--- src/rtl/fsm_pkg.sv ---
`timescale 1ns/1ps
package fsm_pkg;
   typedef enum logic {
      MODE_SWEEP = 1'b0,
      MODE_TABLE = 1'b1
   } fmod_mode_e;

   // sweep-control byte; ivl[3] doubles as the base select
   typedef struct packed {
      logic [3:0] ivl;
      logic       dir;
      logic [2:0] shift;
   } sweep_ctl_t;
endpackage

--- src/rtl/fsm_tick_timer.sv ---
`timescale 1ns/1ps
module fsm_tick_timer
   import fsm_pkg::*;
#(
   parameter int FAST_CLKS = 19201,
   parameter int SLOW_CLKS = 153610,
   parameter int CNT_W     = 22
) (
   input  logic       clk,
   input  logic       rst_n,
   input  logic       chan_on,
   input  logic       mod_en,
   input  sweep_ctl_t ctl_q,
   input  sweep_ctl_t ctl_eff,
   input  logic       ctl_wr,
   output logic       tick,
   output logic       rise
);
   if (FAST_CLKS < 1 || SLOW_CLKS < 1) begin : g_bad_base
      $error("tick bases must be positive");
   end
   if (CNT_W < $clog2(15 * SLOW_CLKS + 1) || CNT_W < $clog2(15 * FAST_CLKS + 1)) begin : g_bad_cnt
      $error("countdown too narrow for the longest period");
   end

   function automatic logic [CNT_W-1:0] period_of(input sweep_ctl_t c);
      logic [CNT_W-1:0] base;
      base = c.ivl[3] ? CNT_W'(SLOW_CLKS) : CNT_W'(FAST_CLKS);
      return CNT_W'(c.ivl) * base;
   endfunction

   logic             on_q;
   logic             run;
   logic [CNT_W-1:0] cnt_q, cnt_d, cnt_dec, period_new;

   assign rise       = chan_on & ~on_q;
   assign run        = chan_on & ~rise & mod_en & (ctl_q.ivl != 4'd0);
   assign tick       = run & (cnt_q <= CNT_W'(1));
   assign period_new = period_of(ctl_eff);

   always_comb begin
      cnt_dec = run ? cnt_q - CNT_W'(1) : cnt_q;
      if (rise || tick)
         cnt_d = period_new;
      else if (ctl_wr && (period_new < cnt_dec))
         cnt_d = period_new;
      else
         cnt_d = cnt_dec;
   end

   always_ff @(posedge clk or negedge rst_n) begin
      if (!rst_n) begin
         on_q  <= 1'b0;
         cnt_q <= '0;
      end else begin
         on_q  <= chan_on;
         cnt_q <= cnt_d;
      end
   end

   // a control write never stretches the running countdown
   assert_no_lengthen_R7: assert property (@(posedge clk) disable iff (!rst_n)
      (ctl_wr && !tick && !rise) |=> (cnt_q <= $past(cnt_q)));
endmodule

--- src/rtl/fsm_mod_table.sv ---
`timescale 1ns/1ps
module fsm_mod_table #(
   parameter int DEPTH          = 32,
   parameter int ENTRY_W        = 8,
   parameter int AW             = 5,
   parameter bit CLEAR_ON_RESET = 1'b1
) (
   input  logic               clk,
   input  logic               rst_n,
   input  logic               lock,
   input  logic               wr_en,
   input  logic [AW-1:0]      wr_addr,
   input  logic [ENTRY_W-1:0] wr_data,
   input  logic [AW-1:0]      rd_addr,
   output logic [ENTRY_W-1:0] rd_data
);
   if (DEPTH != (1 << AW)) begin : g_bad_depth
      $error("table depth must equal 2**AW");
   end

   logic [ENTRY_W-1:0] mem_q [DEPTH];
   logic               wr_ok;

   assign wr_ok   = wr_en & ~lock;
   assign rd_data = mem_q[rd_addr];

   if (CLEAR_ON_RESET) begin : g_clear
      always_ff @(posedge clk or negedge rst_n) begin
         if (!rst_n) begin
            for (int i = 0; i < DEPTH; i++) mem_q[i] <= '0;
         end else if (wr_ok) begin
            mem_q[wr_addr] <= wr_data;
         end
      end
   end else begin : g_keep
      always_ff @(posedge clk) begin
         if (wr_ok) mem_q[wr_addr] <= wr_data;
      end
   end

   // entries are frozen while the channel runs
   assert_tbl_locked_R9: assert property (@(posedge clk) disable iff (!rst_n)
      (lock && wr_en) |=> (mem_q[$past(wr_addr)] == $past(mem_q[wr_addr])));
endmodule

--- src/rtl/fsm_stage.sv ---
`timescale 1ns/1ps
module fsm_stage
   import fsm_pkg::*;
#(
   parameter int FREQ_W  = 11,
   parameter int ENTRY_W = 8,
   parameter int IDX_W   = 5
) (
   input  fmod_mode_e         mode,
   input  logic               repeat_en,
   input  logic               dir_up,
   input  logic [2:0]         shift,
   input  logic [FREQ_W-1:0]  cur,
   input  logic [FREQ_W-1:0]  written,
   input  logic [ENTRY_W-1:0] entry,
   input  logic [IDX_W-1:0]   idx_base,
   output logic [FREQ_W-1:0]  nxt,
   output logic               ovf,
   output logic [IDX_W-1:0]   idx_adv
);
   if (ENTRY_W >= FREQ_W) begin : g_bad_entry
      $error("table entries must be narrower than the frequency");
   end

   localparam logic [IDX_W-1:0] LAST = {IDX_W{1'b1}};

   logic [FREQ_W:0]   sweep_sum;
   logic [FREQ_W-1:0] step_amt, mod_sum;

   always_comb begin
      step_amt  = cur >> shift;
      sweep_sum = dir_up ? ({1'b0, cur} + {1'b0, step_amt})
                         : ({1'b0, cur} - {1'b0, step_amt});
      mod_sum   = written + {{(FREQ_W-ENTRY_W){entry[ENTRY_W-1]}}, entry};
      nxt       = (mode == MODE_SWEEP) ? sweep_sum[FREQ_W-1:0] : mod_sum;
      ovf       = sweep_sum[FREQ_W];
      if (idx_base != LAST)
         idx_adv = idx_base + IDX_W'(1);
      else
         idx_adv = repeat_en ? '0 : LAST;
   end
endmodule

--- src/rtl/freq_sweep_mod.sv ---
`timescale 1ns/1ps
module freq_sweep_mod
   import fsm_pkg::*;
#(
   parameter int FREQ_W    = 11,
   parameter int ENTRY_W   = 8,
   parameter int TBL_DEPTH = 32,
   parameter int FAST_CLKS = 19201,
   parameter int SLOW_CLKS = 153610,
   parameter bit TBL_CLEAR = 1'b1,
   localparam int IDX_W    = $clog2(TBL_DEPTH),
   localparam int CNT_W    = $clog2(15 * ((SLOW_CLKS > FAST_CLKS) ? SLOW_CLKS : FAST_CLKS) + 1)
) (
   input  logic               clk,
   input  logic               rst_n,
   input  logic               ctl_wr,
   input  logic [7:0]         ctl_data,
   input  logic               cfg_wr,
   input  logic               cfg_enable,
   input  logic               cfg_mode,
   input  logic               cfg_repeat,
   input  logic               frq_wr,
   input  logic [FREQ_W-1:0]  frq_data,
   input  logic               chan_on,
   input  logic               tbl_wr,
   input  logic [IDX_W-1:0]   tbl_addr,
   input  logic [ENTRY_W-1:0] tbl_data,
   output logic [FREQ_W-1:0]  freq_cur,
   output logic               kill_req
);
   if (FREQ_W < 4) begin : g_bad_freq
      $error("frequency width too small");
   end

   sweep_ctl_t         ctl_q, ctl_eff;
   fmod_mode_e         mode_q, mode_eff;
   logic               rep_q, rep_eff, en_q, kill_q;
   logic               tick, rise, stage;
   logic [FREQ_W-1:0]  cur_q, cur_d, wr_q, wr_d, next_q, staged;
   logic [IDX_W-1:0]   idx_q, idx_base, idx_adv, idx_d;
   logic [ENTRY_W-1:0] entry;
   logic               ovf, kill_d;

   assign ctl_eff  = ctl_wr ? sweep_ctl_t'(ctl_data) : ctl_q;
   assign mode_eff = cfg_wr ? fmod_mode_e'(cfg_mode) : mode_q;
   assign rep_eff  = cfg_wr ? cfg_repeat : rep_q;
   assign cur_d    = frq_wr ? frq_data : (tick ? next_q : cur_q);
   assign wr_d     = frq_wr ? frq_data : wr_q;
   assign stage    = tick | cfg_wr;
   assign idx_base = rise ? '0 : idx_q;
   assign idx_d    = (stage && mode_eff == MODE_TABLE) ? idx_adv : idx_base;
   assign kill_d   = stage && (mode_eff == MODE_SWEEP) && ovf;

   fsm_tick_timer #(
      .FAST_CLKS(FAST_CLKS), .SLOW_CLKS(SLOW_CLKS), .CNT_W(CNT_W)
   ) u_timer (
      .clk(clk), .rst_n(rst_n), .chan_on(chan_on), .mod_en(en_q),
      .ctl_q(ctl_q), .ctl_eff(ctl_eff), .ctl_wr(ctl_wr),
      .tick(tick), .rise(rise)
   );

   fsm_mod_table #(
      .DEPTH(TBL_DEPTH), .ENTRY_W(ENTRY_W), .AW(IDX_W), .CLEAR_ON_RESET(TBL_CLEAR)
   ) u_table (
      .clk(clk), .rst_n(rst_n), .lock(chan_on), .wr_en(tbl_wr),
      .wr_addr(tbl_addr), .wr_data(tbl_data), .rd_addr(idx_base), .rd_data(entry)
   );

   fsm_stage #(
      .FREQ_W(FREQ_W), .ENTRY_W(ENTRY_W), .IDX_W(IDX_W)
   ) u_stage (
      .mode(mode_eff), .repeat_en(rep_eff), .dir_up(ctl_eff.dir), .shift(ctl_eff.shift),
      .cur(cur_d), .written(wr_d), .entry(entry), .idx_base(idx_base),
      .nxt(staged), .ovf(ovf), .idx_adv(idx_adv)
   );

   always_ff @(posedge clk or negedge rst_n) begin
      if (!rst_n) begin
         ctl_q  <= '0;
         mode_q <= MODE_SWEEP;
         rep_q  <= 1'b0;
         en_q   <= 1'b0;
         cur_q  <= '0;
         wr_q   <= '0;
         next_q <= '0;
         idx_q  <= '0;
         kill_q <= 1'b0;
      end else begin
         ctl_q  <= ctl_eff;
         mode_q <= mode_eff;
         rep_q  <= rep_eff;
         if (cfg_wr) en_q <= cfg_enable;
         cur_q  <= cur_d;
         wr_q   <= wr_d;
         if (stage) next_q <= staged;
         idx_q  <= idx_d;
         kill_q <= kill_d;
      end
   end

   assign freq_cur = cur_q;
   assign kill_req = kill_q;

   // a silence request always traces back to a preparation
   assert_kill_cause_R4: assert property (@(posedge clk) disable iff (!rst_n)
      kill_req |-> $past(stage));
   // pitch moves only on a tick or a frequency write
   assert_freq_quiet_R6: assert property (@(posedge clk) disable iff (!rst_n)
      (!frq_wr && !tick) |=> $stable(freq_cur));
   // enabling the channel restarts the table walk
   assert_idx_restart_R8: assert property (@(posedge clk) disable iff (!rst_n)
      (rise && !stage) |=> (idx_q == '0));
endmodule

--- config.mk ---
export PLATFORM = sky130hd
export DESIGN_NAME = freq_sweep_mod
export DESIGN_NICKNAME = d
export VERILOG_FILES = /design/src/rtl/fsm_pkg.sv /design/src/rtl/fsm_tick_timer.sv /design/src/rtl/fsm_mod_table.sv /design/src/rtl/fsm_stage.sv /design/src/rtl/freq_sweep_mod.sv
export SDC_FILE = /design/constraint.sdc
export NUM_CORES = 1
export LEC_CHECK = 0
export CORE_MARGIN = 3
export CORE_UTILIZATION = 45
export DETAILED_ROUTE_END_ITERATION = 8
export SKIP_LAST_GASP = 1
export SYNTH_ARGS = -nofsm -noshare
export SYNTH_HDL_FRONTEND = slang
export SYNTH_SLANG_ARGS = --single-unit
--- constraint.sdc ---
create_clock -name clk -period 12.4 [get_ports clk]
set_clock_uncertainty 0.05 [all_clocks]
set_input_delay 3.72 -clock clk [delete_from_list [all_inputs] [get_ports clk]]
set_output_delay 3.72 -clock clk [all_outputs]
set_load 0.02 [all_outputs]
[After elaboration in Yosys (flattened, before gate mapping)]
Cells that the tools add are included.
Storage, ports and cells
  flip-flop bits (word level): 329
  input bits: 42
  output and inout port bits: 12
  logic and storage cells: 100
Cells by class
  add/subtract/negate cells: 5
  $mul: 1
  magnitude comparators: 5
  eq/ne operators: 1
  shifts and indexed selects: 1
  multiplexer cells: 22
  bitwise logic cells: 13
  reduce and logical (&&, ||, !) cells: 7
Operator list (number)
  $bwmux 256: 1
  $mux 22: 3
  $mux 11: 4
  $bmux 8 s5: 1
  $demux 8 s5: 1
  $mux 8: 4
  $le 22x1->1 const B: 1
  $lt 22x22->1: 1
  $mul 4x22->22: 1
  $sub 22x1->22 const B: 1
  $mux 5: 4
  $mux 18: 1
  $add 11x11->12: 1
  $ge 6x6->1 const B: 2
  $mux 12: 1
  $not 5->6: 2
  $sub 11x11->12: 1
  $add 11x11->11: 1
  $shr 11x3->11: 1
  $and 1x1->1: 6
  $lt 6x1->1 const B: 1
  $add 5x1->5 const B: 1
  $logic_and 1x1->1: 5
  $ne 5x5->1 const B: 1
  other kinds (5): 9

[Logic depth before layout (Yosys ltp)]
Gate-level depths: netlist of run 1.
  depth after elaboration: 13
  mapped depth: 29
  gate-level depth less buffers: 25

[Hierarchy]
From an unflattened synthesis of run 1, not the netlist that was laid out.
Unflattened totals
  cells, all modules: 1385
  area total of the unflattened synthesis: 18027.3 um^2
Modules (own cells, without submodules)
  fsm_mod_table: instances 1, cells an instance 700, area an instance 11672.4 um^2, seq. area each 6406.1 um^2
  fsm_tick_timer: instances 1, cells an instance 291, area an instance 2613.8 um^2, seq. area each 575.6 um^2
  freq_sweep_mod: instances 1, cells an instance 149, area an instance 1944.4 um^2, seq. area each 1251.2 um^2
  fsm_stage: instances 1, cells an instance 245, area an instance 1796.7 um^2, seq. area each 0.0 um^2

[Worst setup path after synthesis of run 1]
OpenSTA, ideal clock, no wires.
  path type: input to register
  from: input ctl_wr
  to: register u_timer.cnt_q[10]
  setup time: 146 ps
  arrival time: 8926 ps
  data required time: 12204 ps
  path slack: 3278 ps
  stages on the path: 25
  path buffers: 2
  cells stage by stage: clkbuf_1 -> mux2i_1 -> inv_1 -> ha_1 -> ha_1 -> fa_1 -> ha_1 -> a31o_2 -> a31oi_1 -> inv_1 -> ha_1 -> a21o_1 -> a21o_1 -> a21o_1 -> a21oi_1 -> nor2b_1 -> o21ai_0 -> nand2b_1 -> a21oi_1 -> o21ai_0 -> a21o_1 -> a2111oi_0 -> nor3_1 -> clkbuf_1 -> mux2i_1
RTL lines
  start: declaration: RTL line freq_sweep_mod.sv:16  | input logic ctl_wr,
  end signal: assignment: RTL line fsm_tick_timer.sv:57  | cnt_q <= cnt_d;
  end: declaration: RTL line fsm_tick_timer.sv:34  | logic [CNT_W-1:0] cnt_q, cnt_d, cnt_dec, period_new;

==> flow_summary.json, run 1 <==
{
  "layout.cells.non_filler": 2172,
  "relSlewSlack_pct": 13.6,
  "final_cell_mix": "dfrtp_1 (329), mux2_2 (271), nand2_1 (101), nor2_1 (76), ha_1 (67)",
  "numCtsBuffers": 38,
  "grt_pass1_vias": 13400,
  "syn-num-nets": 1709,
  "synth_edf_count": 0,
  "die_y_um": 209,
  "fin_ws_ns": 2.76,
  "hold_viol": 0,
  "drc": 0,
  "final_cell_area_mm2": 0.0207,
  "place_congestion": 0.871,
  "syn-instance-count": 1596,
  "hold_class": "reg2reg",
  "gr-total-overflow": 0,
  "drive_gt1_share_pct": 26.2,
  "worst_pin_slew_ns": 1.29,
  "antenna_found_initial": 1,
  "ant_nets": 0,
  "die-area_mm2": 0.0435,
  "groute.usage.overall_pct": 21.9,
  "synth.yosys.seq_area_share_pct": 44.6,
  "clock_latency_ns": 0.56,
  "hold_buffers": 0,
  "cp-start-kind": "input pin",
  "peakVddDrop_v": 0.000129,
  "core.rowCount": 73,
  "cp_data_required_time_ns": 12.77,
  "dp.cells": 2105,
  "diodes": 0,
  "core-area_mm2": 0.0401,
  "outcome": "finished, final reports clean",
  "cts_resized": 0,
  "ys.flop_type": "dfrtp_1",
  "start_util_pct": 46.1,
  "syn_area_mm2": 0.0185,
  "clk_pin_slew_ns": 0.06,
  "tns_ns": 0,
  "routed_wl_mm": 47.7,
  "fillerInstances": 3597,
  "dpl_cell_area_mm2": 0.0195,
  "area_delta_synth_final_pct": 11.9,
  "crit_fanout": 22,
  "cts_tree": "built",
  "dp_hpwl_mm": 32.3,
  "first_pass_iters": 5,
  "cts_sinks": 329,
  "routed_via_density": 6.03,
  "final_common_cell": "dfrtp_1",
  "grt_pass1_wl_mm": 76.5,
  "crit_arrival_ns": 10.01,
  "endpoint_kind": "flop",
  "route.detailed.wl_per_inst_um": 22.0,
  "cts.path.max_buffers": 3,
  "num_io_pins": 54,
  "async_flop_share_pct": 100,
  "htree_levels": 2,
  "fmax_mhz": 104,
  "critical_path_class": "in2reg",
  "final-setup-viol-count": 0,
  "io_buffers": 53,
  "cts_setup_buffers": 0,
  "yosys_warnings": 0,
  "drv_slew": 0,
  "final_nets": 1733,
  "drt-initial-drc-count": 872,
  "synth.distinct_cells": 89,
  "cellPowerDensity_mw_per_mm2": 171,
  "rsz0062_at_grt": "no",
  "finalCriticalPeriod_ns": 9.64,
  "grt_max_degree": 149,
  "avgSynthCellArea_um2": 11.6,
  "cap_violations": 0,
  "finalCritPeriodShare_pct": 77.8,
  "ys_ff_latch": 329,
  "clockRootBuffer": "clkbuf_16",
  "dpl_worst_slack_ns": 2.13,
  "num_vias": 13100,
  "p_leak_nw": 9.32,
  "die_w_um": 209
}
power by group:
part	internal [mW]	leakage [nW]	switching [mW]
registers	1.25	4.27	0.117
logic	0.501	4.50	0.614
clock network	0.597	0.559	0.457
total	2.35	9.32	1.19
metal layers:
| metal | track usage (%) | wire length (µm) | vias to the layer above |
|---|---|---|---|
| met5 | 0 | 0 | - |
| met4 | 5.98 | 1130 | 0 |
| met2 | 36.7 | 23300 | 314 |
| met1 | 30.2 | 21200 | 6720 |
| li1 | - | - | 5995 |
| met3 | 2.88 | 2100 | 73 |
synthesized netlist by cell type (7+ instances only):
cell type    n  share of area [%]
and3_1       8               0.27
xnor2_1     28                1.3
dfrtp_1    329                 45
buf_1       11               0.22
nand2b_1    11               0.37
clkbuf_1    68                1.4
a21o_1      19               0.77
a31oi_1      9               0.30
o21ai_0     56                1.5
o22ai_1     18               0.61
inv_1       64                1.3
mux4_2      40                4.9
o211ai_1     8               0.33
a221oi_1    18               0.85
nand2_1    102                2.1
o21a_1       9               0.37
ha_1        67                4.5
nor3_1      16               0.43
o31ai_1      9               0.37
a211oi_1    37                1.5
nor2_1      77                1.6
nand3_1     22               0.60
a21oi_1     50                1.4
buf_2        7               0.19
or3_1        7               0.24
or2_2       10               0.34
a22oi_1     20               0.81
mux2_2     271                 17
o221ai_1    18               0.85
mux2i_1     37                2.0
xor2_1      23                1.1
or4_1        7               0.28
path summary, 6_finish.rpt:
kind                       cells after the start  slack [ns]               from                end
min reg2reg                                    1        0.45  u_table.mem_q[82]  u_table.mem_q[82]
min                                            1        0.45  u_table.mem_q[82]  u_table.mem_q[82]
max reg2reg                                   20        6.47  u_timer.cnt_q[10]           kill_req
max in group asynchronous                      2        7.69              rst_n  u_table.mem_q[97]
max                                           25        2.76             ctl_wr   u_timer.cnt_q[0]
min in group asynchronous                      1        3.22              rst_n  u_timer.cnt_q[17]
final cells by class:
cell class              instances  area [µm²]  share of cell area [%]
inverters                      70         263                    1.27
clock inverters                13         140                   0.678
well taps                     525         657                    3.18
repair buffers                 75         726                    3.51
multi-input cells            1106        9640                    46.6
clock buffers                  54        1010                    4.89
flip-flops and latches        329        8230                    39.8
cell families after synthesis:
logic type	after synthesis	synth area share [%]
DFF	329	44.6
and+or+nand+nor	306	8.25
buffers and inverters	161	3.43
xor gates and xnor gates	52	2.54
AOI/OAI and AO/OA	329	12.8
adders and majority gates	71	4.97
muxes	348	23.4
registers in the layout, summed over array words and instances (netlist names):
signal,cells
idx_q,5
u_timer.on_q,1
mode_q,1
freq_cur,11
u_table.mem_q,256
ctl_q,8
next_q,11
rep_q,1
en_q,1
wr_q,11
u_timer.cnt_q,22
kill_req,1
stage by stage:
step / power, mW / hold slack, ns / util (%)
floorplan: 2.17 / 0.417 / -
global placement: 2.47 / 0.431 / 48.7
detailed placement: 2.50 / 0.440 / 48.7
CTS: 3.57 / 0.453 / 51.5
global route: 3.75 / 0.462 / 51.5
finish: 3.54 / 0.448 / 51.5
worst max-delay path: stages:
cell             delay, ns
clkdlybuf4s50_1       0.84
mux2i_1               0.65
inv_1                 0.25
ha_1                  0.31
ha_1                  0.23
fa_1                  0.36
ha_1                  0.33
a31o_2                0.28
a31oi_1               0.22
inv_1                 0.07
ha_1                  0.31
a21o_1                0.16
a21o_1                0.17
a21o_1                0.17
a21oi_1               0.13
nor2b_1               0.06
o21ai_0               0.14
nand2b_1              0.07
a21oi_1               0.13
o21ai_0               0.09
a21o_1                0.18
a2111oi_0             0.50
nor3_2                0.06
buf_4                 0.27
mux2_2                0.31
Power figures use the tool's default switching activity.
==> run 2: changes to the inputs <==
==> constraint.sdc (replaced) <==
create_clock -name clk -period 9.9 [get_ports clk]
set_clock_uncertainty 0.05 [all_clocks]
set_input_delay 2.97 -clock clk [delete_from_list [all_inputs] [get_ports clk]]
set_output_delay 2.97 -clock clk [all_outputs]
set_load 0.02 [all_outputs]
==> flow_summary.json, run 2 (synthesized netlist as in run 1, its figures left out) <==
{
  "final-setup-viol-count": 0,
  "drv_slew": 0,
  "area_delta_synth_final_pct": 12.9,
  "fin_ws_ns": 1.53,
  "critical_path_class": "in2reg",
  "top_regs": "u_table.mem_q (256), u_timer.cnt_q (22)",
  "relSlewSlack_pct": 13.6,
  "grt_pass1_wl_mm": 76.8,
  "rr_worst_depth": 20,
  "finalCriticalPeriod_ns": 8.37,
  "outcome": "finished, final reports clean",
  "cellPowerDensity_mw_per_mm2": 219,
  "crit_arrival_ns": 8.74,
  "layout.cells.non_filler": 2177,
  "peakVddDrop_v": 0.000136,
  "fillerInstances": 3524,
  "gr-total-overflow": 0,
  "dp.cells": 2115,
  "cp_data_required_time_ns": 10.27,
  "diodes": 0,
  "first_pass_iters": 5,
  "num_io_pins": 54,
  "cts_resized": 0,
  "cap_violations": 0,
  "cts.path.max_buffers": 3,
  "drive_gt1_share_pct": 27.0,
  "htree_levels": 2,
  "io_buffers": 53,
  "place_congestion": 0.874,
  "drt-initial-drc-count": 849,
  "tns_ns": 0,
  "final_common_cell": "dfrtp_1",
  "hold_slack_ns": 0.448,
  "hold_depth": 1,
  "p_leak_nw": 9.43,
  "die_y_um": 209,
  "groute.usage.overall_pct": 22.0,
  "grt_pass1_vias": 13500,
  "core.rowCount": 73,
  "hold_class": "reg2reg",
  "grt_max_degree": 116,
  "cts_sinks": 329,
  "dpl_worst_slack_ns": 1.02,
  "num_vias": 13000,
  "cp-start-kind": "input pin",
  "antenna_found_initial": 0,
  "largest_reg_flops": 256,
  "power.total_mw": 4.56,
  "die-area_mm2": 0.0435,
  "routed_wl_mm": 48.1,
  "clockRootBuffer": "clkbuf_16",
  "clk_pin_slew_ns": 0.06,
  "numCtsBuffers": 38,
  "final_nets": 1743,
  "hold_viol": 0,
  "ant_nets": 0,
  "core-area_mm2": 0.0401,
  "drc": 0,
  "hold_buffers": 0,
  "largest_register": "u_table.mem_q",
  "die_w_um": 209,
  "cts_tree": "built",
  "dp_hpwl_mm": 32.9,
  "crit_fanout": 12,
  "finalCritPeriodShare_pct": 84.6,
  "worst_pin_slew_ns": 1.29,
  "route.detailed.wl_per_inst_um": 22.1,
  "rsz0062_at_grt": "no",
  "clock_latency_ns": 0.54,
  "final_cell_mix": "dfrtp_1 (329), mux2_2 (271), nand2_1 (101), nor2_1 (76), ha_1 (67)",
  "start_util_pct": 46.1,
  "routed_via_density": 5.97,
  "fmax_mhz": 119,
  "cts_setup_buffers": 0,
  "endpoint_kind": "flop"
}
## run 2: cell types whose count changed in the layout (fill, tap and decap cells not counted), sizes merged
| cell | before | now |
|---|---|---|
| buf | 23 | 33 |
| bufinv | 1 | 5 |
| clkbuf | 54 | 52 |
| clkinv | 10 | 5 |
| inv | 71 | 69 |
## run 2: layout make-up
type,instances,area [µm²],share of cell area [%]
Inverter,70,263,1.26
Sequential cell,329,8230,39.5
Tap cell,525,657,3.15
Multi-Input combinational cell,1106,9640,46.2
Timing Repair Buffer,85,788,3.78
Clock buffer,52,1070,5.15
Clock inverter,10,206,0.990
## run 2: layer usage
layer,wire [µm],part of all wire [%],GRT usage (%),vias up
met5,0,0,0,-
met1,21100,44,29.7,6599
met4,1100,2.3,5.38,0
met2,23500,49,37.7,324
li1,-,-,-,6001
met3,2370,4.9,3.02,72
## run 2: report_power, final
| part | internal, mW | switching, mW |
|---|---|---|
| clock | 0.888 | 0.555 |
| combinational | 0.635 | 0.772 |
| sequential | 1.56 | 0.149 |
| total | 3.09 | 1.48 |
## run 2: path summary, 6_finish.rpt
path / startpoint / endpoint / slack (ns)
max: ctl_wr / u_timer.cnt_q[0] / 1.53
min: u_table.mem_q[208] / u_table.mem_q[208] / 0.45
max reg2reg: u_timer.cnt_q[10] / next_q[9] / 4.01
min reg2reg: u_table.mem_q[208] / u_table.mem_q[208] / 0.45
max in group asynchronous: rst_n / u_table.mem_q[11] / 5.69
min in group asynchronous: rst_n / ctl_q[7] / 2.44
## run 2: worst max-delay path, stage by stage
cell and delay [ns]:
clkdlybuf4s50_1 0.68, mux2i_1 0.36, inv_1 0.16, ha_1 0.29, ha_1 0.24, fa_1 0.37
ha_1 0.33, a31o_2 0.28, a31oi_1 0.21, inv_1 0.08, ha_1 0.32, a21o_1 0.17
a21o_1 0.17, a21o_1 0.16, a21oi_1 0.14, nor2b_1 0.06, o21ai_0 0.18, nand2b_1 0.08
a21oi_1 0.13, o21ai_0 0.08, a21o_1 0.19, a2111oi_0 0.49, nor3_2 0.09, buf_4 0.22
mux2_2 0.28
## run 2: metrics by stage
step	area, µm²	util (%)
2_1_floorplan	18500	-
3_5_place_dp	19600	48.8
3_3_place_gp	19600	48.8
6_report	20900	52.0
4_1_cts	20900	52.0
5_1_grt	20900	52.0
==> run 3: changes to the inputs <==
==> constraint.sdc (replaced) <==
create_clock -name clk -period 8.45 [get_ports clk]
set_clock_uncertainty 0.05 [all_clocks]
set_input_delay 2.535 -clock clk [delete_from_list [all_inputs] [get_ports clk]]
set_output_delay 2.535 -clock clk [all_outputs]
set_load 0.02 [all_outputs]
==> flow_summary.json, run 3 (synthesized netlist as in run 1, its figures left out) <==
{
  "hold_viol": 0,
  "relSlewSlack_pct": 9.95,
  "power.total_mw": 5.36,
  "die-area_mm2": 0.0435,
  "final-setup-viol-count": 0,
  "htree_levels": 2,
  "p_leak_nw": 9.53,
  "routed_via_density": 5.96,
  "core-area_mm2": 0.0401,
  "grt_use_met2_pct": 36.6,
  "cts_setup_buffers": 0,
  "groute.usage.overall_pct": 22.0,
  "area_delta_synth_final_pct": 13.9,
  "grt_pass1_vias": 13400,
  "dpl_cell_area_mm2": 0.0198,
  "endpoint_kind": "flop",
  "outcome": "finished, final reports clean",
  "antenna_found_initial": 0,
  "drv_slew": 0,
  "rr_worst_depth": 20,
  "clk_pin_slew_ns": 0.06,
  "hold_buffers": 0,
  "final_cell_area_mm2": 0.0210,
  "final_common_cell": "dfrtp_1",
  "largest_register": "u_table.mem_q",
  "die_y_um": 209,
  "hold_class": "reg2reg",
  "diodes": 0,
  "dp_hpwl_mm": 33.5,
  "first_pass_iters": 5,
  "crit_fanout": 9,
  "grtUsageMet1_pct": 30.4,
  "num_io_pins": 54,
  "finalCriticalPeriod_ns": 7.93,
  "start_util_pct": 46.1,
  "post-route-util_pct": 52.5,
  "final_nets": 1758,
  "busiest_layer": "met2",
  "crit_arrival_ns": 8.28,
  "fillerInstances": 3563,
  "cp-start-kind": "input pin",
  "rsz0062_at_grt": "no",
  "numCtsBuffers": 39,
  "layout.cells.non_filler": 2199,
  "clock_latency_ns": 0.54,
  "peakVddDrop_v": 0.000191,
  "place_congestion": 0.887,
  "drt-initial-drc-count": 682,
  "gr-total-overflow": 0,
  "top_regs": "u_table.mem_q (256), u_timer.cnt_q (22)",
  "routed_wl_mm": 48.1,
  "gr-usage-met3_pct": 2.75,
  "cts_sinks": 329,
  "die_w_um": 209,
  "cts_resized": 0,
  "io_buffers": 53,
  "dp.cells": 2129,
  "dpl_worst_slack_ns": -0.00792,
  "core.rowCount": 73,
  "worst_pin_slew_ns": 1.35,
  "ant_nets": 0,
  "drc": 0,
  "grt_pass1_wl_mm": 76.8,
  "final_cell_mix": "dfrtp_1 (329), mux2_2 (271), nand2_1 (101), nor2_1 (76), ha_1 (67)",
  "clockRootBuffer": "clkbuf_16",
  "hold_depth": 1,
  "fmax_mhz": 126,
  "drive_gt1_share_pct": 28.0,
  "cap_violations": 0,
  "fin_ws_ns": 0.523,
  "cellPowerDensity_mw_per_mm2": 255,
  "cp_data_required_time_ns": 8.81,
  "cts_tree": "built",
  "route.detailed.wl_per_inst_um": 21.9,
  "finalCritPeriodShare_pct": 93.8,
  "largest_reg_flops": 256,
  "num_vias": 13100,
  "critical_path_class": "in2reg",
  "cts.path.max_buffers": 3,
  "grt_max_degree": 171
}
[run 3: changes by cell type in the layout (fill, tap and decap cells not counted), sizes merged]
cell and delta:
buf +14, inv +1, clkbuf +6, clkinv +5
bufinv -4
[run 3: path summary, 6_finish.rpt]
| kind | start | endpoint | slack (ns) |
|---|---|---|---|
| setup reg to reg | u_timer.cnt_q[10] | kill_req | 2.58 |
| setup / recovery | ctl_wr | u_timer.cnt_q[20] | 0.52 |
| min in group asynchronous | rst_n | ctl_q[4] | 1.93 |
| hold reg to reg | wr_q[9] | wr_q[9] | 0.45 |
| max in group asynchronous | rst_n | u_table.mem_q[30] | 4.89 |
| hold / removal | wr_q[9] | wr_q[9] | 0.45 |
[run 3: through the flow]
step | hold WS [ns] | setup TNS (ns)
6_report | 0.448 | 0
5_1_grt | 0.458 | 0
4_1_cts | 0.452 | 0
3_5_place_dp | 0.438 | -0.00792
3_3_place_gp | 0.431 | 0
2_1_floorplan | 0.417 | 0
[run 3: power by group]
part           total (mW)  switching (mW)  internal (mW)
registers            2.01           0.174           1.83
logic                1.69           0.913          0.772
clock network        1.67           0.675          0.991
total                5.36            1.76           3.60
[run 3: worst max-delay path, stage by stage]
cell	delay [ns]
clkdlybuf4s50_1	0.68
mux2i_1	0.36
inv_1	0.18
ha_1	0.28
ha_1	0.23
fa_1	0.36
ha_1	0.33
a31o_2	0.28
a31oi_1	0.23
inv_1	0.07
ha_1	0.31
a21o_1	0.17
a21o_1	0.17
a21o_1	0.17
a21oi_1	0.14
nor2b_1	0.06
o21ai_0	0.16
nand2b_1	0.09
a21oi_1	0.13
o21ai_0	0.08
a21o_1	0.18
a2111oi_0	0.50
nor3_2	0.20
buf_4	0.24
mux2i_1	0.13
[run 3: routing by layer]
layer | vias to the layer above | share of wire, %
met2 | 298 | 48
met3 | 77 | 4.1
met5 | - | 0
met4 | 0 | 2.9
met1 | 6715 | 45
li1 | 6020 | -
[run 3: cell type report]
type                       instances  area, µm²  share of cell area [%]
tap                              525        657                    3.12
inverter                          70        263                    1.25
clock inverter                    12        110                   0.523
clock buffer                      58       1170                    5.55
multi-input combinational       1106       9640                    45.8
timing repair buffer              99        968                    4.60
sequential                       329       8230                    39.1
